[config.mk]
export PLATFORM = sky130hd
export DESIGN_NAME = trig_cond_unit
export DESIGN_NICKNAME = d
export VERILOG_FILES = /design/src/rtl/trig_pkg.sv /design/src/rtl/trig_sync.sv /design/src/rtl/trig_cfg_reg.sv /design/src/rtl/trig_bank.sv /design/src/rtl/trig_cond_unit.sv
export SDC_FILE = /design/constraint.sdc
export NUM_CORES = 1
export LEC_CHECK = 0
export BUFFER_PORTS_ARGS = -buffer_cell sky130_fd_sc_hd__buf_4
export CORE_MARGIN = 2
export CORE_UTILIZATION = 44
export DETAILED_ROUTE_END_ITERATION = 10
export GPL_ROUTABILITY_DRIVEN = 0
export PLACE_DENSITY = 0.59
export SETUP_SLACK_MARGIN = 0.1
export SYNTH_ARGS = -nofsm -noshare
export SYNTH_HDL_FRONTEND = slang
export SYNTH_SLANG_ARGS = --single-unit
[constraint.sdc]
create_clock -name clk -period 3.21 [get_ports clk]
set_clock_uncertainty 0.1 [all_clocks]
set_input_delay 0.642 -clock clk [delete_from_list [all_inputs] [get_ports clk]]
set_output_delay 0.642 -clock clk [all_outputs]
set_load 0.01 [all_outputs]
[src/rtl/trig_pkg.sv]
package trig_pkg;

  // Word index within one bank window (bus_addr[4:2]).
  typedef enum logic [2:0] {
    W_COND     = 3'd0,
    W_RAW      = 3'd1,
    W_RISE_RD  = 3'd2,
    W_FALL_RD  = 3'd3,
    W_RISE_SET = 3'd4,
    W_RISE_CLR = 3'd5,
    W_FALL_SET = 3'd6,
    W_FALL_CLR = 3'd7
  } word_sel_e;

  // A line is in an edge mode when exactly one config bit is set.
  function automatic logic is_edge_mode(input logic rise, input logic fall);
    return rise ^ fall;
  endfunction

  // Transition detection on the synchronised sample s against the previous sp.
  function automatic logic edge_seen(input logic rise, input logic fall,
                                     input logic s, input logic sp);
    return (rise & ~fall & s & ~sp) | (~rise & fall & ~s & sp);
  endfunction

  // Next value of the sticky bit: edge beats acknowledge; level modes hold nothing.
  function automatic logic latch_next(input logic rise, input logic fall,
                                      input logic hit, input logic ack,
                                      input logic lat);
    return is_edge_mode(rise, fall) & (hit | (lat & ~ack));
  endfunction

  // Conditioned output bit.
  function automatic logic cond_bit(input logic rise, input logic fall,
                                    input logic s, input logic lat);
    return is_edge_mode(rise, fall) ? lat : (s ^ (rise & fall));
  endfunction

  // Raw-status view: sticky bit for edge lines, sampled input for level lines.
  function automatic logic raw_bit(input logic rise, input logic fall,
                                   input logic s, input logic lat);
    return is_edge_mode(rise, fall) ? lat : s;
  endfunction

endpackage

[src/rtl/trig_sync.sv]
module trig_sync #(
  parameter int W = 64
) (
  input  logic         clk,
  input  logic         rst_n,
  input  logic [W-1:0] d,
  output logic [W-1:0] q
);
  logic [W-1:0] meta_q;

  always_ff @(posedge clk or negedge rst_n) begin
    if (!rst_n) begin
      meta_q <= '0;
      q      <= '0;
    end else begin
      meta_q <= d;
      q      <= meta_q;
    end
  end
endmodule

[src/rtl/trig_cfg_reg.sv]
module trig_cfg_reg #(
  parameter int W = 32
) (
  input  logic         clk,
  input  logic         rst_n,
  input  logic         set_en,
  input  logic         clr_en,
  input  logic [W-1:0] mask,
  output logic [W-1:0] q
);
  always_ff @(posedge clk or negedge rst_n) begin
    if (!rst_n) begin
      q <= '0;
    end else if (set_en) begin
      q <= q | mask;
    end else if (clr_en) begin
      q <= q & ~mask;
    end
  end
endmodule

[src/rtl/trig_bank.sv]
module trig_bank
  import trig_pkg::*;
#(
  parameter int W = 32
) (
  input  logic         clk,
  input  logic         rst_n,
  input  logic [W-1:0] s_in,
  input  logic         wr_en,
  input  word_sel_e    wr_sel,
  input  logic [W-1:0] wdata,
  output logic [W-1:0] cond_o,
  output logic [W-1:0] raw_o,
  output logic [W-1:0] rise_o,
  output logic [W-1:0] fall_o,
  output logic [W-1:0] edge_evt_o,
  output logic [W-1:0] ack_o,
  output logic [W-1:0] latch_o,
  output logic [W-1:0] emode_o
);
  logic [W-1:0] prev_q;
  logic [W-1:0] latch_q;
  logic [W-1:0] latch_d;
  logic [W-1:0] ack_vec;
  logic [W-1:0] evt;

  assign ack_vec = (wr_en && wr_sel == W_RAW) ? wdata : '0;

  trig_cfg_reg #(.W(W)) u_rise (
    .clk(clk), .rst_n(rst_n),
    .set_en(wr_en && wr_sel == W_RISE_SET),
    .clr_en(wr_en && wr_sel == W_RISE_CLR),
    .mask(wdata), .q(rise_o)
  );

  trig_cfg_reg #(.W(W)) u_fall (
    .clk(clk), .rst_n(rst_n),
    .set_en(wr_en && wr_sel == W_FALL_SET),
    .clr_en(wr_en && wr_sel == W_FALL_CLR),
    .mask(wdata), .q(fall_o)
  );

  for (genvar i = 0; i < W; i++) begin : g_line
    always_comb begin
      evt[i]      = edge_seen(rise_o[i], fall_o[i], s_in[i], prev_q[i]);
      latch_d[i]  = latch_next(rise_o[i], fall_o[i], evt[i], ack_vec[i], latch_q[i]);
      cond_o[i]   = cond_bit(rise_o[i], fall_o[i], s_in[i], latch_q[i]);
      raw_o[i]    = raw_bit(rise_o[i], fall_o[i], s_in[i], latch_q[i]);
      emode_o[i]  = is_edge_mode(rise_o[i], fall_o[i]);
    end
  end

  always_ff @(posedge clk or negedge rst_n) begin
    if (!rst_n) begin
      prev_q  <= '0;
      latch_q <= '0;
    end else begin
      prev_q  <= s_in;
      latch_q <= latch_d;
    end
  end

  assign edge_evt_o = evt;
  assign ack_o      = ack_vec;
  assign latch_o    = latch_q;
endmodule

[src/rtl/trig_cond_unit.sv]
module trig_cond_unit
  import trig_pkg::*;
#(
  parameter int BANK_W    = 32,
  parameter int NUM_BANKS = 2,
  localparam int N        = BANK_W * NUM_BANKS,
  localparam int BSEL_W   = (NUM_BANKS > 1) ? $clog2(NUM_BANKS) : 1,
  localparam int ADDR_W   = 5 + BSEL_W
) (
  input  logic              clk,
  input  logic              rst_n,
  input  logic [N-1:0]      irq_in,
  input  logic              bus_wr,
  input  logic [ADDR_W-1:0] bus_addr,
  input  logic [BANK_W-1:0] bus_wdata,
  output logic [BANK_W-1:0] bus_rdata,
  output logic [N-1:0]      req_out
);
  logic [N-1:0]       sync_q;
  logic [N-1:0]       rise_q;
  logic [N-1:0]       fall_q;
  logic [N-1:0]       edge_evt;
  logic [N-1:0]       ack_vec;
  logic [N-1:0]       latch_q;
  logic [N-1:0]       emode_vec;
  logic [N-1:0]       raw_vec;
  logic [BSEL_W-1:0]  bank_sel;
  word_sel_e          word_sel;
  logic               unused_addr_lsb;

  assign bank_sel        = bus_addr[ADDR_W-1:5];
  assign word_sel        = word_sel_e'(bus_addr[4:2]);
  assign unused_addr_lsb = ^bus_addr[1:0];

  trig_sync #(.W(N)) u_sync (
    .clk(clk), .rst_n(rst_n), .d(irq_in), .q(sync_q)
  );

  for (genvar b = 0; b < NUM_BANKS; b++) begin : g_bank
    localparam int LO = b * BANK_W;
    trig_bank #(.W(BANK_W)) u_bank (
      .clk        (clk),
      .rst_n      (rst_n),
      .s_in       (sync_q[LO +: BANK_W]),
      .wr_en      (bus_wr && (bank_sel == BSEL_W'(b))),
      .wr_sel     (word_sel),
      .wdata      (bus_wdata),
      .cond_o     (req_out[LO +: BANK_W]),
      .raw_o      (raw_vec[LO +: BANK_W]),
      .rise_o     (rise_q[LO +: BANK_W]),
      .fall_o     (fall_q[LO +: BANK_W]),
      .edge_evt_o (edge_evt[LO +: BANK_W]),
      .ack_o      (ack_vec[LO +: BANK_W]),
      .latch_o    (latch_q[LO +: BANK_W]),
      .emode_o    (emode_vec[LO +: BANK_W])
    );
  end

  always_comb begin
    bus_rdata = '0;
    for (int b = 0; b < NUM_BANKS; b++) begin
      if (bank_sel == BSEL_W'(b)) begin
        case (word_sel)
          W_COND:    bus_rdata = req_out[b*BANK_W +: BANK_W];
          W_RAW:     bus_rdata = raw_vec[b*BANK_W +: BANK_W];
          W_RISE_RD: bus_rdata = rise_q[b*BANK_W +: BANK_W];
          W_FALL_RD: bus_rdata = fall_q[b*BANK_W +: BANK_W];
          default:   bus_rdata = '0;
        endcase
      end
    end
  end
endmodule

Yosys cells after proc, flatten, opt, wreduce, memory -nomap -nowiden

Cells that the tools add are included.

Register bits after elaboration: 384
Output and inout bits: 96

Eq/ne operators: 7
Muxes and demuxes: 141
Bitwise operators: 1162
Reduce and logical (&&, ||, !) cells: 17

Operators by type and width:

| cell                                                                  | number |
|---|---|
| 1-bit AND                                                             | 576 |
| 32-bit 2-to-1 mux                                                     | 11 |
| 1-bit NOT                                                             | 321 |
| 32-bit case mux with 4 select lines                                   | 2 |
| 32-bit AND                                                            | 4 |
| 1-bit 2-to-1 mux                                                      | 128 |
| 1-bit bitwise OR                                                      | 128 |
| 32-bit bitwise OR                                                     | 4 |
| 1-bit bitwise XOR                                                     | 128 |
| 32-bit NOT                                                            | 1 |
| 3-bit equality test, second input constant                            | 4 |
| 1-bit logical AND                                                     | 12 |
| 2-bit nonzero test                                                    | 4 |
| 3-bit by 2-bit equality test with 1-bit output, second input constant | 2 |
| 3-bit by 1-bit equality test with 1-bit output, second input constant | 1 |
| 3-bit zero test                                                       | 1 |

Depth between registers and ports, before layout

Depth in word-level cells: 8
Mapped depth: 7
Gate-level depth less buffers: 6

Hierarchy

From an unflattened synthesis, not the netlist that was laid out.

Cell total of the unflattened synthesis: 2032
Area total of the unflattened synthesis: 21111.5 um^2

By module, submodules not included:

| module         | instances | cells each | area an instance (um^2) | seq. area each (um^2) |
|---|---|---|---|---|
| trig_bank      | 2         | 585        | 5308.8                  | 1601.5 |
| trig_cfg_reg   | 4         | 102        | 1249.9                  | 800.8 |
| trig_sync      | 1         | 128        | 3203.1                  | 3203.1 |
| trig_cond_unit | 1         | 326        | 2290.9                  | 0.0 |

Least setup slack after synthesis

Ideal clock, no wire load.

Path kind: input to output
Start: input port bus_addr[4]
End: output port bus_rdata[22]
Arrival: 2.036 ns
Path slack: 0.432 ns
Stages: 7
Path buffers: 3
Cell sequence: buf_2 or3b_1 buf_2 buf_6 o2bb2ai_1 o21ai_1 a211oi_1

Longest elaborated chain between the ends: 3
Elaborated cells on any way between the ends: 7

Ends and longest elaborated chain:

| what                                                                         | line                 | text |
|---|---|---|
| start: declaration                                                           | trig_cond_unit.sv:14 | `input logic [ADDR_W-1:0] bus_addr,` |
| 3-bit by 2-bit equality test with 1-bit output, or another cell as far along | trig_cond_unit.sv:63 | `case (word_sel)` |
| 32-bit case mux with 4 select lines                                          | trig_cond_unit.sv:63 |  |
| 32-bit 2-to-1 mux (*)                                                        | trig_cond_unit.sv:62 | `if (bank_sel == BSEL_W'(b)) begin` |
| end: declaration                                                             | trig_cond_unit.sv:16 | `output logic [BANK_W-1:0] bus_rdata,` |

Every way passes the cells marked *; elsewhere a longest branch is shown, timed or not.

==> run summary <==
remaining antenna violation count = 0
power per cell area = 699 nW/um2
clock root buffer = clkbuf_16
synth-to-layout area growth = 21.4%
number of vias per cell = 5.52
Slew Viols, Final = 0
Filler Cells Inserted = 3854
CP required = 2.47 ns
Cell variety after synth = 33
cell chain of the critical path = inv_1, ha_1, mux2i_1, o221ai_1, o21ai_1, a211oi_1, buf_4
FF+latch area = 9620 um2
leading cell type in the layout, fill and taps excluded = dfrtp_1
Avg Cell Area, Syn = 10.7 um2
simple-gate share of the synthesized area = 0.0861
cell row count = 77
Peak VDD IR = 0.000427 V
routed len/inst = 19.8 um
vias = 14800
drt first pass iters = 4
worst min path class = in -> reg
compound-gate portion of the synthesized area = 0.162
leakage power = 11.2 nW
post-synthesis adder-cell area fraction = 0.121
Synth Cell Area = 19900 um2
final wirelength = 53100 um
buffers and inverters on the worst path = 2
xor/xnor share of the synthesized area = 0.0287
crit path launch type = flop
Synth Net Count = 2159
vias in the first global route = 15000
Antenna diodes = 0
run status = finished, final reports clean
fin nets = 2359
first-pass GRT wire length = 83700 um
total clock buffers created by CTS = 47
Largest delay share family, worst path = compound AO/OA/AOI/OAI gates
Period Utilization, post-route = 0.948
Detail Placement HPWL = 33800 um
RSZ-0062 raised after global routing = yes
GR Overflow Total = 0
port bufs = 198
Synth warnings = 0
Period minus WS final = 3.04 ns
mux share of post-synthesis cell area = 0.0640
Final Hold Viols = 0
slowest cell delay on critical path = 0.42 ns
largest net degree at the start of global routing = 73
DIE AREA = 46800 um2
DR iter-0 viols = 986
gr usage total = 0.226
Least-Margin Pin Slew = 0.757 ns
Initial Utilization = 0.447
share of cells above drive strength 1 = 0.185
endpoints failing setup = 0
Max-Cap Viols = 0
#FFs+latches synth = 384
area occupied by multi-input gates = 9470 um2
main combinational cell family by area after synthesis = compound AO/OA/AOI/OAI gates
crit path capture type = output pin
Slowest cell on crit path = dfrtp_1
number of remaining DRC errors = 0
total negative slack = 0 ns
Ports = 201
most frequent cells in the layout = dfrtp_1 (375), buf_4 (240), ha_1 (189)
crit path max fanout = 5
CORE AREA = 44400 um2
CTS clk-pin slew, worst paths = 0.06 ns
CTS H-tree depth = 2
Max Clk Rate = 0.329 GHz
crit path kind = reg -> out
clock sinks = 384
slew margin rel. = 0.496
Die Wd = 216 um
initial antenna violation count = 2
Seq/Total Area, Yosys = 0.484
post-synthesis cell count = 1862
die height = 216 um
Design Power = 16.9 mW
number of buffers on the longest clock path = 3
CTS tree = built
worst path arrival time = 2.30 ns
clk_lat worst skew = 0.58 ns
-- cell families (layout without fill, tap and decap cells) --
logic type	after synthesis	count (layout)
fa+ha+maj	192	192
xor+xnor	65	65
mux	127	127
compound gates	512	512
simple gates	314	314
buf+inv	268	498
flops	384	384
-- worst register-to-register path: stages (launching register included) --
cell and delay (ns):
dfrtp_1 0.42, inv_1 0.08, ha_1 0.36, a31oi_1 0.19
-- path summary, 6_finish.rpt --
path	startpoint	end	slack, ns	depth (start not counted)
max	flop	bus_rdata[6]	0.17	7
min	irq_in[23]	u_sync.meta_q[23]	0.07	1
max reg2reg	flop	g_bank[1].u_bank.latch_o[10]	1.97	3
min reg2reg	u_sync.meta_q[2]	u_sync.q[2]	0.25	0
max in group asynchronous	rst_n	async pin	1.52	4
min in group asynchronous	rst_n	u_sync.q[59]	0.56	2
-- report_power, final --
group / switching, mW / internal, mW / leakage, nW
Sequential: 0.780 / 5.56 / 4.63
Clock: 2.05 / 3.34 / 0.755
Combinational: 2.68 / 2.45 / 5.77
-- routing by layer --
metal | wire, um | vias to the layer above | GRT usage
met5 | 22 | - | 0
met4 | 1060 | 4 | 0.0678
met3 | 2710 | 73 | 0.0378
met2 | 25100 | 339 | 0.375
met1 | 24200 | 7402 | 0.305
li1 | - | 7000 | -
-- repair_timing --
| action | CTS | global route |
|---|---|---|
| resized for setup | 12 | 45 |
| hold buffers | 1 | 0 |
| cloned | 0 | 0 |
| pin swaps | 0 | 6 |
| buffers inserted | 0 | 8 |
| hold endpoints to repair | 65 | 0 |
| endpoints found under the setup margin | 11 | 25 |
-- per-stage QoR --
stage,hold WS [ns],utilization,cell area (um2),worst slack (ns),cells
final,0.0683,0.543,24100,0.167,2684
after global routing,0.0427,0.543,24100,0.0553,2684
after CTS,0.0315,0.537,23800,0.0599,2676
after detailed placement,0.235,0.501,22200,0.166,2596
after global placement,0.232,0.501,22200,0.143,2596
after floorplan,0.231,-,19900,0.432,1862
-- area by class of cell --
| class | count | share of cell area |
|---|---|---|
| well taps | 592 | 0.0307 |
| clock buffers | 69 | 0.0556 |
| flip-flops and latches | 384 | 0.399 |
| multi-input cells | 1210 | 0.393 |
| clock inverters | 10 | 0.00862 |
| repair buffers | 258 | 0.0880 |
| inverters | 161 | 0.0251 |
-- cell usage after synthesis --
master | number | area (um2)
buf_1 | 1 | 3.75
a22o_1 | 64 | 561
xnor2_1 | 65 | 569
ha_1 | 192 | 2400
or3_1 | 1 | 6.26
nor3_1 | 33 | 165
nand3b_1 | 122 | 916
dfrtp_1 | 384 | 9610
o221ai_1 | 32 | 280
or3b_1 | 1 | 8.76
o22a_1 | 3 | 26.3
clkbuf_2 | 2 | 10.0
or2_4 | 1 | 8.76
o2bb2ai_1 | 3 | 26.3
a21oi_1 | 157 | 786
a31oi_1 | 121 | 757
a211oi_1 | 32 | 240
nor3b_1 | 1 | 7.51
buf_2 | 22 | 110
buf_6 | 4 | 45.0
mux2i_1 | 127 | 1270
nor2b_1 | 1 | 6.26
o22ai_1 | 28 | 175
inv_1 | 161 | 604
nand2_1 | 77 | 289
o21ai_1 | 33 | 165
o31ai_1 | 3 | 22.5
or2_2 | 1 | 6.26
nor2_1 | 72 | 270
a211o_1 | 1 | 8.76
clkbuf_1 | 78 | 293
o21ai_0 | 35 | 175
nand2b_1 | 4 | 25.0
No activity file was read; power rests on OpenSTA's default activity.
